--- src/rtl/lcd_bus_pkg.sv ---
`timescale 1ns/1ps
// Package: shared phase type and elaboration-time helpers for the LCD bus master.
// Assumes all arguments are positive nanosecond or cycle counts.
package lcd_bus_pkg;

    typedef enum logic [2:0] {
        PH_IDLE  = 3'd0,
        PH_GAP   = 3'd1,
        PH_SETUP = 3'd2,
        PH_HIGH  = 3'd3,
        PH_HOLD  = 3'd4
    } lcd_phase_e;

    // Convert a nanosecond minimum into clock cycles, rounding up, never below one.
    function automatic int unsigned lcd_ns2clk(input int unsigned ns, input int unsigned per);
        int unsigned c;
        c = (ns + per - 1) / per;
        return (c == 0) ? 1 : c;
    endfunction

    // Larger of two counts.
    function automatic int unsigned lcd_max2(input int unsigned a, input int unsigned b);
        return (a > b) ? a : b;
    endfunction

endpackage

--- src/rtl/lcd_bus_timer.sv ---
`timescale 1ns/1ps
// Module: loadable down-counter that saturates at zero.
// A load of N-1 makes zero rise after N cycles. Assumes load values fit in W bits.
module lcd_bus_timer #(
    parameter int unsigned W = 8
) (
    input  logic         clk,
    input  logic         rst_n,
    input  logic         load,
    input  logic [W-1:0] load_val,
    output logic         zero
);

    logic [W-1:0] cnt_q;

    // Count down toward zero, or restart from the load value.
    always_ff @(posedge clk) begin
        if (!rst_n)
            cnt_q <= '0;
        else if (load)
            cnt_q <= load_val;
        else if (cnt_q != '0)
            cnt_q <= cnt_q - 1'b1;
    end

    assign zero = (cnt_q == '0);

endmodule

--- src/rtl/lcd_bus_seq.sv ---
`timescale 1ns/1ps
// Module: bus-cycle sequencer. Walks GAP -> SETUP -> HIGH -> HOLD for each strobe,
// repeating for the second nibble in 4-bit mode. A phase timer sets phase lengths.
// A spacing timer, restarted at each strobe rise, keeps rises N_AS+N_SPACE cycles apart.
// Bus controls are registered from the next phase so they change only at clock edges.
module lcd_bus_seq
    import lcd_bus_pkg::*;
#(
    parameter int unsigned W       = 8,
    parameter int unsigned N_AS    = 18,
    parameter int unsigned N_HI    = 57,
    parameter int unsigned N_HD    = 2,
    parameter int unsigned N_SPACE = 107,
    parameter int unsigned BEATS   = 1
) (
    input  logic         clk,
    input  logic         rst_n,
    input  logic         req_valid,
    input  logic         ph_zero,
    input  logic         sp_zero,
    output logic         ph_load,
    output logic [W-1:0] ph_val,
    output logic         sp_load,
    output logic [W-1:0] sp_val,
    output logic         req_ready,
    output logic         accept,
    output logic         beat,
    output logic         sample,
    output logic         bus_on_next,
    output logic         e_q,
    output logic         done_q
);

    localparam logic [W-1:0] V_AS    = W'(N_AS - 1);
    localparam logic [W-1:0] V_HI    = W'(N_HI - 1);
    localparam logic [W-1:0] V_HD    = W'(N_HD - 1);
    localparam logic [W-1:0] V_SPACE = W'(N_SPACE - 1);
    localparam logic         LAST    = (BEATS == 2);

    lcd_phase_e ph_q, ph_d;
    logic       beat_d;
    logic       finish;

    assign sp_val = V_SPACE;

    // Next-phase decision and timer loads.
    always_comb begin
        ph_d    = ph_q;
        beat_d  = beat;
        ph_load = 1'b0;
        ph_val  = '0;
        sp_load = 1'b0;
        accept  = 1'b0;
        finish  = 1'b0;
        unique case (ph_q)
            PH_IDLE: begin
                if (req_valid) begin
                    accept = 1'b1;
                    ph_d   = PH_GAP;
                    beat_d = 1'b0;
                end
            end
            PH_GAP: begin
                if (sp_zero) begin
                    ph_d    = PH_SETUP;
                    ph_load = 1'b1;
                    ph_val  = V_AS;
                end
            end
            PH_SETUP: begin
                if (ph_zero) begin
                    ph_d    = PH_HIGH;
                    ph_load = 1'b1;
                    ph_val  = V_HI;
                    sp_load = 1'b1;
                end
            end
            PH_HIGH: begin
                if (ph_zero) begin
                    ph_d    = PH_HOLD;
                    ph_load = 1'b1;
                    ph_val  = V_HD;
                end
            end
            PH_HOLD: begin
                if (ph_zero) begin
                    if (beat == LAST) begin
                        ph_d   = PH_IDLE;
                        finish = 1'b1;
                    end else begin
                        ph_d   = PH_GAP;
                        beat_d = 1'b1;
                    end
                end
            end
            default: ph_d = PH_IDLE;
        endcase
    end

    // Phase and beat registers.
    always_ff @(posedge clk) begin
        if (!rst_n) begin
            ph_q <= PH_IDLE;
            beat <= 1'b0;
        end else begin
            ph_q <= ph_d;
            beat <= beat_d;
        end
    end

    assign bus_on_next = (ph_d == PH_SETUP) || (ph_d == PH_HIGH) || (ph_d == PH_HOLD);

    // Registered strobe and completion pulse.
    always_ff @(posedge clk) begin
        if (!rst_n) begin
            e_q    <= 1'b0;
            done_q <= 1'b0;
        end else begin
            e_q    <= (ph_d == PH_HIGH);
            done_q <= finish;
        end
    end

    assign req_ready = (ph_q == PH_IDLE);
    assign sample    = (ph_q == PH_HIGH) && ph_zero;

endmodule

--- src/rtl/lcd_bus_datapath.sv ---
`timescale 1ns/1ps
// Module: request latch, data-line steering and read capture.
// 8-bit mode drives the byte on all lines. 4-bit mode drives the high nibble on
// DB7-DB4 during beat 0 and the low nibble during beat 1, with DB3-DB0 low.
// Assumes accept arrives only when the sequencer is idle.
module lcd_bus_datapath #(
    parameter bit NIBBLE_MODE = 1'b0
) (
    input  logic       clk,
    input  logic       rst_n,
    input  logic       accept,
    input  logic       req_rs,
    input  logic       req_rnw,
    input  logic [7:0] req_data,
    input  logic       beat,
    input  logic       sample,
    input  logic       bus_on_next,
    input  logic [7:0] db_in,
    output logic       rs,
    output logic       rnw,
    output logic [7:0] db_out,
    output logic       db_oe,
    output logic [7:0] rd_data
);

    logic [7:0] byte_q;

    // Latch register select, direction and byte when a request is taken.
    always_ff @(posedge clk) begin
        if (!rst_n) begin
            rs     <= 1'b0;
            rnw    <= 1'b1;
            byte_q <= '0;
        end else if (accept) begin
            rs     <= req_rs;
            rnw    <= req_rnw;
            byte_q <= req_data;
        end
    end

    // Drive the data lines only during the strobe phases of a write.
    always_ff @(posedge clk) begin
        if (!rst_n)
            db_oe <= 1'b0;
        else
            db_oe <= bus_on_next && !rnw;
    end

    generate
        if (NIBBLE_MODE) begin : g_nib
            logic unused_lo;
            assign unused_lo = ^db_in[3:0];

            // Pick the nibble for the current beat.
            always_comb db_out = {(beat ? byte_q[3:0] : byte_q[7:4]), 4'h0};

            // Assemble the read byte one nibble per strobe.
            always_ff @(posedge clk) begin
                if (!rst_n)
                    rd_data <= '0;
                else if (sample) begin
                    if (beat)
                        rd_data[3:0] <= db_in[7:4];
                    else
                        rd_data[7:4] <= db_in[7:4];
                end
            end
        end else begin : g_byte
            logic unused_beat;
            assign unused_beat = beat;

            // Whole byte on all eight lines.
            always_comb db_out = byte_q;

            // Capture the full byte at the end of the strobe.
            always_ff @(posedge clk) begin
                if (!rst_n)
                    rd_data <= '0;
                else if (sample)
                    rd_data <= db_in;
            end
        end
    endgenerate

endmodule

--- src/rtl/lcd_bus_master.sv ---
`timescale 1ns/1ps
// Module: host-side master for a character LCD parallel bus.
// Converts nanosecond bus minimums into cycle counts at elaboration and sequences
// one strobe per byte (8-bit mode) or two per byte (4-bit mode).
// Assumes a free-running clk of period CLK_PERIOD_NS and an external tristate pad.
module lcd_bus_master
    import lcd_bus_pkg::*;
#(
    parameter int unsigned CLK_PERIOD_NS = 8,
    parameter bit          NIBBLE_MODE   = 1'b0,
    parameter int unsigned T_CYC_NS      = 1000,
    parameter int unsigned T_PW_NS       = 450,
    parameter int unsigned T_AS_NS       = 140,
    parameter int unsigned T_AH_NS       = 10,
    parameter int unsigned T_DSW_NS      = 195,
    parameter int unsigned T_DH_NS       = 10,
    parameter int unsigned T_DDR_NS      = 320
) (
    input  logic       clk,
    input  logic       rst_n,
    input  logic       req_valid,
    input  logic       req_rs,
    input  logic       req_rnw,
    input  logic [7:0] req_data,
    output logic       req_ready,
    output logic       done,
    output logic [7:0] rd_data,
    output logic       lcd_rs,
    output logic       lcd_rnw,
    output logic       lcd_e,
    output logic [7:0] lcd_db_out,
    output logic       lcd_db_oe,
    input  logic [7:0] lcd_db_in
);

    localparam int unsigned N_AS    = lcd_ns2clk(T_AS_NS, CLK_PERIOD_NS);
    localparam int unsigned N_PW    = lcd_ns2clk(T_PW_NS, CLK_PERIOD_NS);
    localparam int unsigned N_DSW   = lcd_ns2clk(T_DSW_NS, CLK_PERIOD_NS);
    localparam int unsigned N_DDR   = lcd_ns2clk(T_DDR_NS, CLK_PERIOD_NS);
    localparam int unsigned N_HI    = lcd_max2(lcd_max2(N_PW, N_DDR), N_DSW);
    localparam int unsigned N_HD    = lcd_max2(lcd_ns2clk(T_AH_NS, CLK_PERIOD_NS),
                                               lcd_ns2clk(T_DH_NS, CLK_PERIOD_NS));
    localparam int unsigned N_CYC   = lcd_ns2clk(T_CYC_NS, CLK_PERIOD_NS);
    localparam int unsigned N_SPACE = (N_CYC > N_AS + 1) ? (N_CYC - N_AS) : 1;
    localparam int unsigned BEATS   = NIBBLE_MODE ? 2 : 1;
    localparam int unsigned TW      = $clog2(lcd_max2(lcd_max2(N_HI, N_SPACE),
                                                      lcd_max2(N_AS, N_HD)) + 1);

    logic          ph_load, sp_load, ph_zero, sp_zero;
    logic [TW-1:0] ph_val, sp_val;
    logic          accept, beat, sample, bus_on_next;

    lcd_bus_timer #(.W(TW)) u_phase_tmr (
        .clk(clk), .rst_n(rst_n), .load(ph_load), .load_val(ph_val), .zero(ph_zero)
    );

    lcd_bus_timer #(.W(TW)) u_space_tmr (
        .clk(clk), .rst_n(rst_n), .load(sp_load), .load_val(sp_val), .zero(sp_zero)
    );

    lcd_bus_seq #(
        .W(TW), .N_AS(N_AS), .N_HI(N_HI), .N_HD(N_HD), .N_SPACE(N_SPACE), .BEATS(BEATS)
    ) u_seq (
        .clk(clk), .rst_n(rst_n), .req_valid(req_valid),
        .ph_zero(ph_zero), .sp_zero(sp_zero),
        .ph_load(ph_load), .ph_val(ph_val), .sp_load(sp_load), .sp_val(sp_val),
        .req_ready(req_ready), .accept(accept), .beat(beat), .sample(sample),
        .bus_on_next(bus_on_next), .e_q(lcd_e), .done_q(done)
    );

    lcd_bus_datapath #(.NIBBLE_MODE(NIBBLE_MODE)) u_dp (
        .clk(clk), .rst_n(rst_n), .accept(accept),
        .req_rs(req_rs), .req_rnw(req_rnw), .req_data(req_data),
        .beat(beat), .sample(sample), .bus_on_next(bus_on_next), .db_in(lcd_db_in),
        .rs(lcd_rs), .rnw(lcd_rnw), .db_out(lcd_db_out), .db_oe(lcd_db_oe),
        .rd_data(rd_data)
    );

endmodule

--- config.mk ---
export PLATFORM = sky130hd
export DESIGN_NAME = lcd_bus_master
export DESIGN_NICKNAME = d
export VERILOG_FILES = /design/src/rtl/lcd_bus_pkg.sv /design/src/rtl/lcd_bus_timer.sv /design/src/rtl/lcd_bus_seq.sv /design/src/rtl/lcd_bus_datapath.sv /design/src/rtl/lcd_bus_master.sv
export SDC_FILE = /design/constraint.sdc
export NUM_CORES = 1
export LEC_CHECK = 0
export BUFFER_PORTS_ARGS = -buffer_cell sky130_fd_sc_hd__buf_2
export CAP_MARGIN = 40
export CORE_ASPECT_RATIO = 0.75
export CORE_MARGIN = 2
export CORE_UTILIZATION = 55
export CTS_BUF_LIST = sky130_fd_sc_hd__clkbuf_16
export CTS_CLUSTER_SIZE = 20
export DETAILED_ROUTE_END_ITERATION = 8
export PLACE_DENSITY_LB_ADDON = 0.05
export SLEW_MARGIN = 15
export SYNTH_ARGS = -nofsm -noshare
export SYNTH_HDL_FRONTEND = slang
export SYNTH_HIERARCHICAL = 1
export SYNTH_SLANG_ARGS = --single-unit
--- constraint.sdc ---
create_clock -name clk -period 3.4 [get_ports clk]
set_input_delay 0.68 -clock clk [delete_from_list [all_inputs] [get_ports clk]]
set_output_delay 0.68 -clock clk [all_outputs]
set_load 0.01 [all_outputs]
### Yosys cells after proc, flatten, opt, wreduce, memory -nomap -nowiden

Cells that the tools add are included.

| operators by class | value |
|---|---|
| add/sub/neg operators | 2 |
| $mul | 0 |
| div/mod/pow operators | 0 |
| $lt $le $gt $ge | 0 |
| equality and inequality tests | 9 |
| shift-type cells | 0 |
| mux-type cells | 26 |
| bitwise logic cells | 1 |
| reduce and logical (&&, ||, !) cells | 17 |

Operators by type and width:

| operator | number |
|---|---|
| 2-to-1 mux 7 bit | 4 |
| case mux 7 bit (3 select lines) | 1 |
| 2-to-1 mux 3 bit | 5 |
| case mux 3 bit (5 select lines) | 1 |
| logical NOT 7 bit | 2 |
| nonzero test 7 bit | 2 |
| subtractor 7 x 1 -> 7 bit, second input constant | 2 |
| equality test 3 x 2 -> 1 bit, second input constant | 4 |
| 2-to-1 mux 1 bit | 11 |
| equality test 3 bit, second input constant | 2 |
| 2-to-1 mux 6 bit | 1 |
| AND reduction 3 bit | 2 |
| nonzero test 2 bit | 3 |
| 2-to-1 mux 5 bit | 1 |
| case mux 1 bit (2 select lines) | 2 |
| OR reduction 2 bit | 2 |
| equality test 3 x 1 -> 1 bit, second input constant | 1 |
| logical NOT 3 bit | 1 |
| logical AND 1 bit | 2 |
| logical OR 1 bit | 2 |
| inequality test 2 x 1 -> 1 bit, second input constant | 1 |
| inequality test 2 bit, second input constant | 1 |
| logical NOT 1 bit | 1 |
| inverter 1 bit | 1 |

| storage, ports and cells | value |
|---|---|
| register bits | 39 |
| latch bits | 0 |
| memory bits (writable) | 0 |
| bits in read-only memories | 0 |
| input bits | 21 |
| output and inout port bits | 22 |
| logic and storage cells | 67 |
| memories kept | 0 |

### Depth between registers and ports, before layout

Gate-level depths: netlist of run 1.

| depth | value |
|---|---|
| word-level depth | 7 |
| mapped depth | 11 |
| depth with buffers taken out | 9 |

### Hierarchy

The synthesis of run 1 kept the hierarchy.

By module, submodules not included:

| module | instances | cells each | area each (um^2) | sequential area each (um^2) |
|---|---|---|---|---|
| lcd_bus_timer | 2 | 44 | 411.6 | 140.1 |
| lcd_bus_datapath | 1 | 60 | 714.4 | 380.4 |
| lcd_bus_seq | 1 | 52 | 426.7 | 100.1 |

### Worst setup path before layout of run 1

No wires, ideal clock.

| timing path | value |
|---|---|
| path kind | register to register |
| start | register u_space_tmr.cnt_q[0] |
| end | register u_phase_tmr.cnt_q[2] |
| library setup time | 0.115 ns |
| arrival | 1.775 ns |
| data required time | 3.285 ns |
| path slack | 1.510 ns |
| cell stages (with the launch flop) | 11 |
| path buffers | 2 |
| period minus slack after synthesis | 1.890 ns |
| cell sequence | dfxtp_1 > inv_1 > ha_1 > and4b_1 > buf_6 > nor2b_1 > nand2_1 > a21oi_1 > clkbuf_1 > o31ai_1 > and2_1 |

| on the way | value |
|---|---|
| word-level cells in the longest chain between the ends | 4 |
| elaborated cells on any way between the ends | 5 |
| those cells by class | mux (3); reduce/logical (2) |

RTL lines:

| item | RTL line | source |
|---|---|---|
| from (decl) | lcd_bus_timer.sv:14 | `logic [W-1:0] cnt_q;` |
| from (signal assigned) | lcd_bus_timer.sv:21 | `cnt_q <= load_val;` |
| from (signal assigned) | lcd_bus_timer.sv:23 | `cnt_q <= cnt_q - 1'b1;` |
| logical NOT 7 bit * | lcd_bus_timer.sv:26 | `assign zero = (cnt_q == '0);` |
| net sp_zero | lcd_bus_master.sv:49 | `logic ph_load, sp_load, ph_zero, sp_zero;` |
| 2-to-1 mux 1 bit * | lcd_bus_seq.sv:64 | `if (sp_zero) begin` |
| case mux 1 bit (2 select lines) * | lcd_bus_seq.sv:55 | `unique case (ph_q)` |
| net ph_load | lcd_bus_master.sv:49 |  |
| 2-to-1 mux 7 bit / nonzero test 2 bit (equally long branches) | - |  |
| to (signal assigned) | lcd_bus_timer.sv:21 |  |
| to (signal assigned) | lcd_bus_timer.sv:23 |  |
| to (decl) | lcd_bus_timer.sv:14 |  |

The timed path passes the listed nets; every way through them passes the cells marked *.
A chain may end at the register's enable or synchronous reset.

### Final worst setup path of run 1

| timing path | value |
|---|---|
| start | register u_phase_tmr.cnt_q[0] |
| end | register u_space_tmr.cnt_q[5] |

| on the way | value |
|---|---|
| word-level cells in the longest chain between the ends | 4 |
| elaborated cells on any way between the ends | 5 |
| those cells by class | mux (3); reduce/logical (2) |

RTL lines:

| item | RTL line | source |
|---|---|---|
| logical NOT 7 bit * | lcd_bus_timer.sv:26 |  |
| net ph_zero | lcd_bus_master.sv:49 |  |
| 2-to-1 mux 1 bit * | lcd_bus_seq.sv:71 | `if (ph_zero) begin` |
| 2-to-1 mux 1 bit * | lcd_bus_seq.sv:55 |  |
| net sp_load | lcd_bus_master.sv:49 |  |
| 2-to-1 mux 7 bit / nonzero test 2 bit (equally long branches) | - |  |

Marks and branches as above.

==> metrics.log, run 1 <==
[metrics] result of the run: finished, final reports clean
[metrics] max-cap violation count: 0
[metrics] final critical path time including I/O delays and setup: 2310 ps
[metrics] post-CTS setup repair buffer count: 0
[metrics] x dimension of the die: 72.9 um
[metrics] Slew headroom: 0.561
[metrics] highest clock rate: 432 MHz
[metrics] clock slew at reported path FFs: 50 ps
[metrics] Clock Tree Buf Depth: 2
[metrics] CP Launch Type: register
[metrics] via count of the first global-routing pass: 1340
[metrics] Final Slew Violations: 0
[metrics] half-perimeter wire length after placement: 2.61 mm
[metrics] worst flop-to-flop path endpoint: u_space_tmr/cnt_q[5]
[metrics] hold violation total from the final report: 0
[metrics] Worst Path Arrival: 2480 ps
[metrics] floorplan row count: 18
[metrics] critical path class: reg2reg
[metrics] remaining global-route overflow: 0
[metrics] Worst Reg2Reg Path Length in Cells: 9
[metrics] Hold Buf Count CTS: 0
[metrics] remaining antenna violation count: 0
[metrics] average size of a mapped cell: 9.83 um2
[metrics] per-cell routed wire length: 12.7 um
[metrics] diodes inserted: 0
[metrics] total routing usage reported by global routing: 0.188
[metrics] Pwr Density: 815 nW/um2
[metrics] worst-case vdd ir drop: 0.000431 V
[metrics] setup slack at placement: 1090 ps
[metrics] share of final-layout standard cells stronger than drive strength 1: 0.282
[metrics] Gate Count Post-Synth: 199
[metrics] global placement routability congestion: 0.815
[metrics] number of iterations in the first detailed-routing pass: 4
[metrics] Starting Density: 0.583
[metrics] total standard cell area after synthesis: 1960 um2
[metrics] warning count from the yosys run: 6
[metrics] first-pass GRT wire length: 5.97 mm
[metrics] hold path startpoint: u_dp/rnw
[metrics] PortBufs: 42
[metrics] CTS Root Cell: sky130_fd_sc_hd__clkbuf_16
[metrics] area of the placeable core: 3360 um2
[metrics] I/O pin count: 43
[metrics] setup slack on the worst flop-to-flop path: 1090 ps
[metrics] Post-route DRC: 0
[metrics] sink of the worst hold path: u_dp/db_oe
[metrics] cts bufs inserted: 5
[metrics] layout overhead on the synthesized area: 13.8%
[metrics] category of the worst setup path capture point: register
[metrics] type of the worst min-delay path: reg2reg
[metrics] DRT iter0 DRCs: 54
[metrics] largest fanout of any net on the critical path: 11
[metrics] CTS tree: built
[metrics] Skew-Pair Late Insertion Delay: 280 ps
[metrics] via density per instance: 5.07
[metrics] leakage power summed over all cells: 0.000963 uW
[metrics] endpoints failing setup: 0
[metrics] largest net degree at the start of global routing: 39
[metrics] instance count along the most critical hold path: 1
[metrics] Vias: 1410
[metrics] sum of negative setup slack: 0 ps
[metrics] CTS H-Tree Depth: 2
[metrics] post-route setup slack: 1090 ps
[metrics] number of sinks driven by the clock tree: 38
[metrics] share of the clock period used by the worst path: 0.680
[metrics] worst setup skew after layout: 4.49 ps
[metrics] initial antenna violation count: 0
[metrics] die boundary height: 55.7 um
[metrics] Resized cells post-CTS: 0
[metrics] area enclosed by the die boundary: 4060 um2
[metrics] Reg-to-Reg Start: u_phase_tmr/cnt_q[0]
[metrics] worst-margin pin slew: 656 ps
[metrics] total wire length after detailed routing: 3.52 mm
[metrics] unrepaired setup endpoints after global routing: no
[metrics] Nets: 262
[metrics] required time of the worst setup path: 3570 ps
==> worst max-delay path, cell delays in order, from the launching register on <==
cell and delay [ps]:
sky130_fd_sc_hd__dfxtp_1 300, sky130_fd_sc_hd__inv_1 110, sky130_fd_sc_hd__ha_1 150, sky130_fd_sc_hd__and4b_1 220, sky130_fd_sc_hd__nand2_2 70, sky130_fd_sc_hd__or2_4 250, sky130_fd_sc_hd__nor2_1 510, sky130_fd_sc_hd__nand2b_1 280
sky130_fd_sc_hd__nor2_1 80, sky130_fd_sc_hd__a32o_1 220
==> per-layer routing <==
metal  up-vias  GRT usage  share of wire
li1        721          -              -
met3         8     0.0525          0.053
met5         -          0              0
met1       639      0.244           0.48
met4         0     0.0688          0.013
met2        42      0.296           0.45
==> worst max-delay path by stage <==
stage	slack [ps]	endpoint	depth (start not counted)	from
5_1_grt	870	u_phase_tmr/cnt_q[5]	10	u_space_tmr/cnt_q[1]
4_1_cts	1080	u_space_tmr/cnt_q[5]	9	u_phase_tmr/cnt_q[0]
3_3_place_gp	1170	u_space_tmr/cnt_q[5]	9	u_phase_tmr/cnt_q[0]
6_report	1090	u_space_tmr/cnt_q[5]	9	u_phase_tmr/cnt_q[0]
2_1_floorplan	1510	u_phase_tmr/cnt_q[2]	10	u_space_tmr/cnt_q[0]
3_5_place_dp	1090	u_space_tmr/cnt_q[5]	9	u_phase_tmr/cnt_q[0]
==> report_power, final <==
| group | switching [uW] | internal [uW] | total, uW |
|---|---|---|---|
| registers | 83.6 | 539 | 623 |
| logic | 360 | 392 | 752 |
| clock network | 173 | 267 | 441 |
==> through the flow <==
step | instance area, um2 | hold WS (ps) | cells | total power [uW] | util
floorplan | 1990 | 463 | 207 | 1280 | -
global placement | 2090 | 438 | 270 | 1360 | 0.622
detailed placement | 2090 | 442 | 270 | 1380 | 0.622
CTS | 2230 | 461 | 278 | 1830 | 0.664
global route | 2230 | 483 | 278 | 1950 | 0.664
finish | 2230 | 456 | 278 | 1820 | 0.664
==> cell type report <==
class                      instances  area [um2]
clock inverter                     3        16.3
tap                               40        50.0
fill                             263        1130
inverter                           5        18.8
clock buffer                       5         125
timing repair buffer              44         225
sequential                        38         761
multi-input combinational        143        1030
==> sequential cells by signal (all words and copies together) (netlist names), 3 cells and up <==
register	flops
u_space_tmr/cnt_q	7
u_dp/rd_data	8
u_seq/ph_q	3
u_phase_tmr/cnt_q	7
u_dp/db_out	8
==> cells in the final DEF, fill, tap and decap left out, types with 5 or more instances in the layout <==
cell type / instances
sky130_fd_sc_hd__nor2b_1: 20
sky130_fd_sc_hd__dfxtp_1: 38
sky130_fd_sc_hd__clkbuf_16: 5
sky130_fd_sc_hd__buf_2: 42
sky130_fd_sc_hd__mux2i_1: 18
sky130_fd_sc_hd__conb_1: 10
sky130_fd_sc_hd__o31ai_1: 6
sky130_fd_sc_hd__nand2_1: 13
sky130_fd_sc_hd__xnor2_1: 9
sky130_fd_sc_hd__and2_1: 7
sky130_fd_sc_hd__nor2_1: 9
sky130_fd_sc_hd__inv_1: 5
No activity file was read; power rests on OpenSTA's default activity.
==> inputs of run 2 (changes only) <==
Settings changed: CORE_UTILIZATION 55 to 54.
Clock period 3.4 ns to 2.3 ns, I/O delays scaled along.
==> metrics.log, run 2 (synthesized netlist as in run 1, its figures left out) <==
[metrics] floorplan row count: 18 (unchanged)
[metrics] final critical path time including I/O delays and setup: 1930 ps (was 2310 ps)
[metrics] total routing usage reported by global routing: 0.185 (was 0.188)
[metrics] I/O pin count: 43 (unchanged)
[metrics] number of sinks driven by the clock tree: 38 (unchanged)
[metrics] required time of the worst setup path: 2460 ps (was 3570 ps)
[metrics] worst setup skew after layout: 5.23 ps (was 4.49 ps)
[metrics] share of final-layout standard cells stronger than drive strength 1: 0.290 (was 0.282)
[metrics] Internal Dissipation: 1790 uW (was 1200 uW)
[metrics] Resized cells post-CTS: 0 (unchanged)
[metrics] combined flip-flop and latch cell area: 761 um2 (unchanged)
[metrics] via count of the first global-routing pass: 1377 (was 1340)
[metrics] CP Launch Type: register (unchanged)
[metrics] met3 wire len: 182 um (was 185 um)
[metrics] metal1 wirelength: 1.64 mm (was 1.70 mm)
[metrics] area of the placeable core: 3380 um2 (was 3360 um2)
[metrics] Worst Reg2Reg Path Length in Cells: 8 (was 9)
[metrics] largest net degree at the start of global routing: 23 (was 39)
[metrics] Hold Buf Count CTS: 0 (unchanged)
[metrics] PortBufs: 42 (unchanged)
[metrics] CTS H-Tree Depth: 2 (unchanged)
[metrics] worst setup path startpoint: u_phase_tmr/cnt_q[0] (unchanged)
[metrics] Nets: 265 (was 262)
[metrics] commonest cells after routing, fill and taps aside: 42 x sky130_fd_sc_hd__buf_2, 38 x sky130_fd_sc_hd__dfxtp_1, 20 x sky130_fd_sc_hd__nor2b_1, 18 x sky130_fd_sc_hd__mux2i_1, 13 x sky130_fd_sc_hd__nand2_1 (unchanged)
[metrics] Pwr Density: 1200 nW/um2 (was 815 nW/um2)
[metrics] remaining antenna violation count: 0 (unchanged)
[metrics] sum of negative setup slack: 0 ps (unchanged)
[metrics] worst-case vdd ir drop: 0.000630 V (was 0.000431 V)
[metrics] critical path class: reg2reg (unchanged)
[metrics] per-cell routed wire length: 12.7 um (about the same)
[metrics] total wire length after detailed routing: 3.57 mm (was 3.52 mm)
[metrics] unrepaired setup endpoints after global routing: no (unchanged)
[metrics] x dimension of the die: 73.5 um (was 72.9 um)
[metrics] leakage power summed over all cells: 0.000978 uW (was 0.000963 uW)
[metrics] setup slack on the worst flop-to-flop path: 370 ps (was 1090 ps)
[metrics] multi-input combinational cell area: 1030 um2 (unchanged)
[metrics] Post-route DRC: 0 (unchanged)
[metrics] post-route standard cell area excluding fillers: 2250 um2 (was 2230 um2)
[metrics] Worst Path Arrival: 2090 ps (was 2480 ps)
[metrics] Switching Power: 912 uW (was 617 uW)
[metrics] number of iterations in the first detailed-routing pass: 4 (unchanged)
[metrics] remaining global-route overflow: 0 (unchanged)
[metrics] CTS tree: built (unchanged)
[metrics] max-cap violation count: 0 (unchanged)
[metrics] Final Slew Violations: 0 (unchanged)
[metrics] Vias: 1409 (was 1410)
[metrics] highest metal used: met4 (unchanged)
[metrics] fill count: 281 (was 263)
[metrics] Critical Path Sink: u_dp/rd_data[3] (was u_space_tmr/cnt_q[5])
[metrics] via density per instance: 5.01 (was 5.07)
[metrics] Skew-Pair Late Insertion Delay: 280 ps (about the same)
[metrics] share of the clock period used by the worst path: 0.839 (was 0.680)
[metrics] layout overhead on the synthesized area: 15.0% (was 13.8%)
[metrics] diodes inserted: 0 (unchanged)
[metrics] type of the worst min-delay path: in2reg (was reg2reg)
[metrics] half-perimeter wire length after placement: 2.70 mm (was 2.61 mm)
[metrics] first-pass GRT wire length: 5.99 mm (was 5.97 mm)
[metrics] largest fanout of any net on the critical path: 8 (was 11)
[metrics] result of the run: finished, final reports clean (unchanged)
[metrics] proportion of power drawn by flip-flops and latches: 0.341 (was 0.343)
[metrics] die boundary height: 56.1 um (was 55.7 um)
[metrics] highest clock rate: 518 MHz (was 432 MHz)
[metrics] cts bufs inserted: 5 (unchanged)
[metrics] switch share: 0.337 (was 0.340)
[metrics] endpoints failing setup: 0 (unchanged)
[metrics] Starting Density: 0.579 (was 0.583)
[metrics] Slew headroom: 0.624 (was 0.561)
[metrics] area enclosed by the die boundary: 4130 um2 (was 4060 um2)
[metrics] initial antenna violation count: 0 (unchanged)
[metrics] DRT iter0 DRCs: 50 (was 54)
[metrics] Reg-to-Reg Start: u_phase_tmr/cnt_q[0] (unchanged)
[metrics] instance area after placement: 2110 um2 (was 2090 um2)
[metrics] post-CTS setup repair buffer count: 0 (unchanged)
[metrics] global placement routability congestion: 0.757 (was 0.815)
[metrics] amount of wire on met2 after detailed routing: 1.72 mm (was 1.58 mm)
[metrics] hold violation total from the final report: 0 (unchanged)
[metrics] category of the worst setup path capture point: register (unchanged)
[metrics] Clock Tree Buf Depth: 2 (unchanged)
[metrics] clock slew at reported path FFs: 50 ps (about the same)
[metrics] portion of total power attributed to combinational logic: 0.421 (was 0.414)
[metrics] worst flop-to-flop path endpoint: u_dp/rd_data[3] (was u_space_tmr/cnt_q[5])
[metrics] most common cell after layout, fill and taps aside: sky130_fd_sc_hd__buf_2 (unchanged)
[metrics] CTS Root Cell: sky130_fd_sc_hd__clkbuf_16 (unchanged)
[metrics] worst-margin pin slew: 564 ps (was 656 ps)
[metrics] Clock Power Share: 0.239 (was 0.243)
[run 2: metal layers]
layer | GRT usage | up-vias
met5 | 0 | -
met4 | 0.0571 | 0
met3 | 0.0543 | 2
met2 | 0.313 | 39
met1 | 0.225 | 641
li1 | - | 727
[run 2: through the flow]
stage / utilization / power, uW / std cells / setup slack, ps / hold WS (ps)
final: 0.666 / 2700 / 281 / 369 / 406
after global routing: 0.666 / 2900 / 281 / 240 / 423
after CTS: 0.666 / 2730 / 281 / 350 / 403
after detailed placement: 0.624 / 2070 / 273 / 350 / 443
after global placement: 0.624 / 2030 / 273 / 471 / 438
after floorplan: - / 1890 / 207 / 410 / 463
[run 2: critical path, cell delays in order (launching register included)]
cell	delay [ps]
sky130_fd_sc_hd__dfxtp_1	310
sky130_fd_sc_hd__inv_1	100
sky130_fd_sc_hd__ha_1	160
sky130_fd_sc_hd__and4b_1	250
sky130_fd_sc_hd__nand2_2	90
sky130_fd_sc_hd__or2_1	280
sky130_fd_sc_hd__inv_1	320
sky130_fd_sc_hd__mux2i_1	250
sky130_fd_sc_hd__nor2b_1	70
[run 2: worst min path at each step]
stage / startpoint / slack [ps] / cells past startpoint / end
after floorplan: u_dp/rnw / 460 / 1 / u_dp/db_oe
after global placement: u_dp/rnw / 440 / 1 / u_dp/db_oe
after detailed placement: u_dp/rnw / 440 / 1 / u_dp/db_oe
after CTS: req_rnw / 400 / 3 / u_dp/rnw
after global routing: req_rnw / 420 / 3 / u_dp/rnw
final: req_rnw / 410 / 3 / u_dp/rnw
[run 2: area by class of cell]
| class | count | area share |
|---|---|---|
| Clock buffer | 5 | 0.0556 |
| Clock inverter | 3 | 0.00723 |
| Inverter | 5 | 0.00834 |
| Multi-Input combinational cell | 143 | 0.458 |
| Sequential cell | 38 | 0.338 |
| Tap cell | 40 | 0.0222 |
| Timing Repair Buffer | 47 | 0.110 |
[run 2: power groups by stage]
stage               logic (uW)  registers (uW)  clock network (uW)
finish                    1140             922                 645
detailed placement        1140             932                   0
global placement          1100             923                   0
floorplan                  993             899                   0
CTS                       1140             920                 666
global route              1260             939                 698
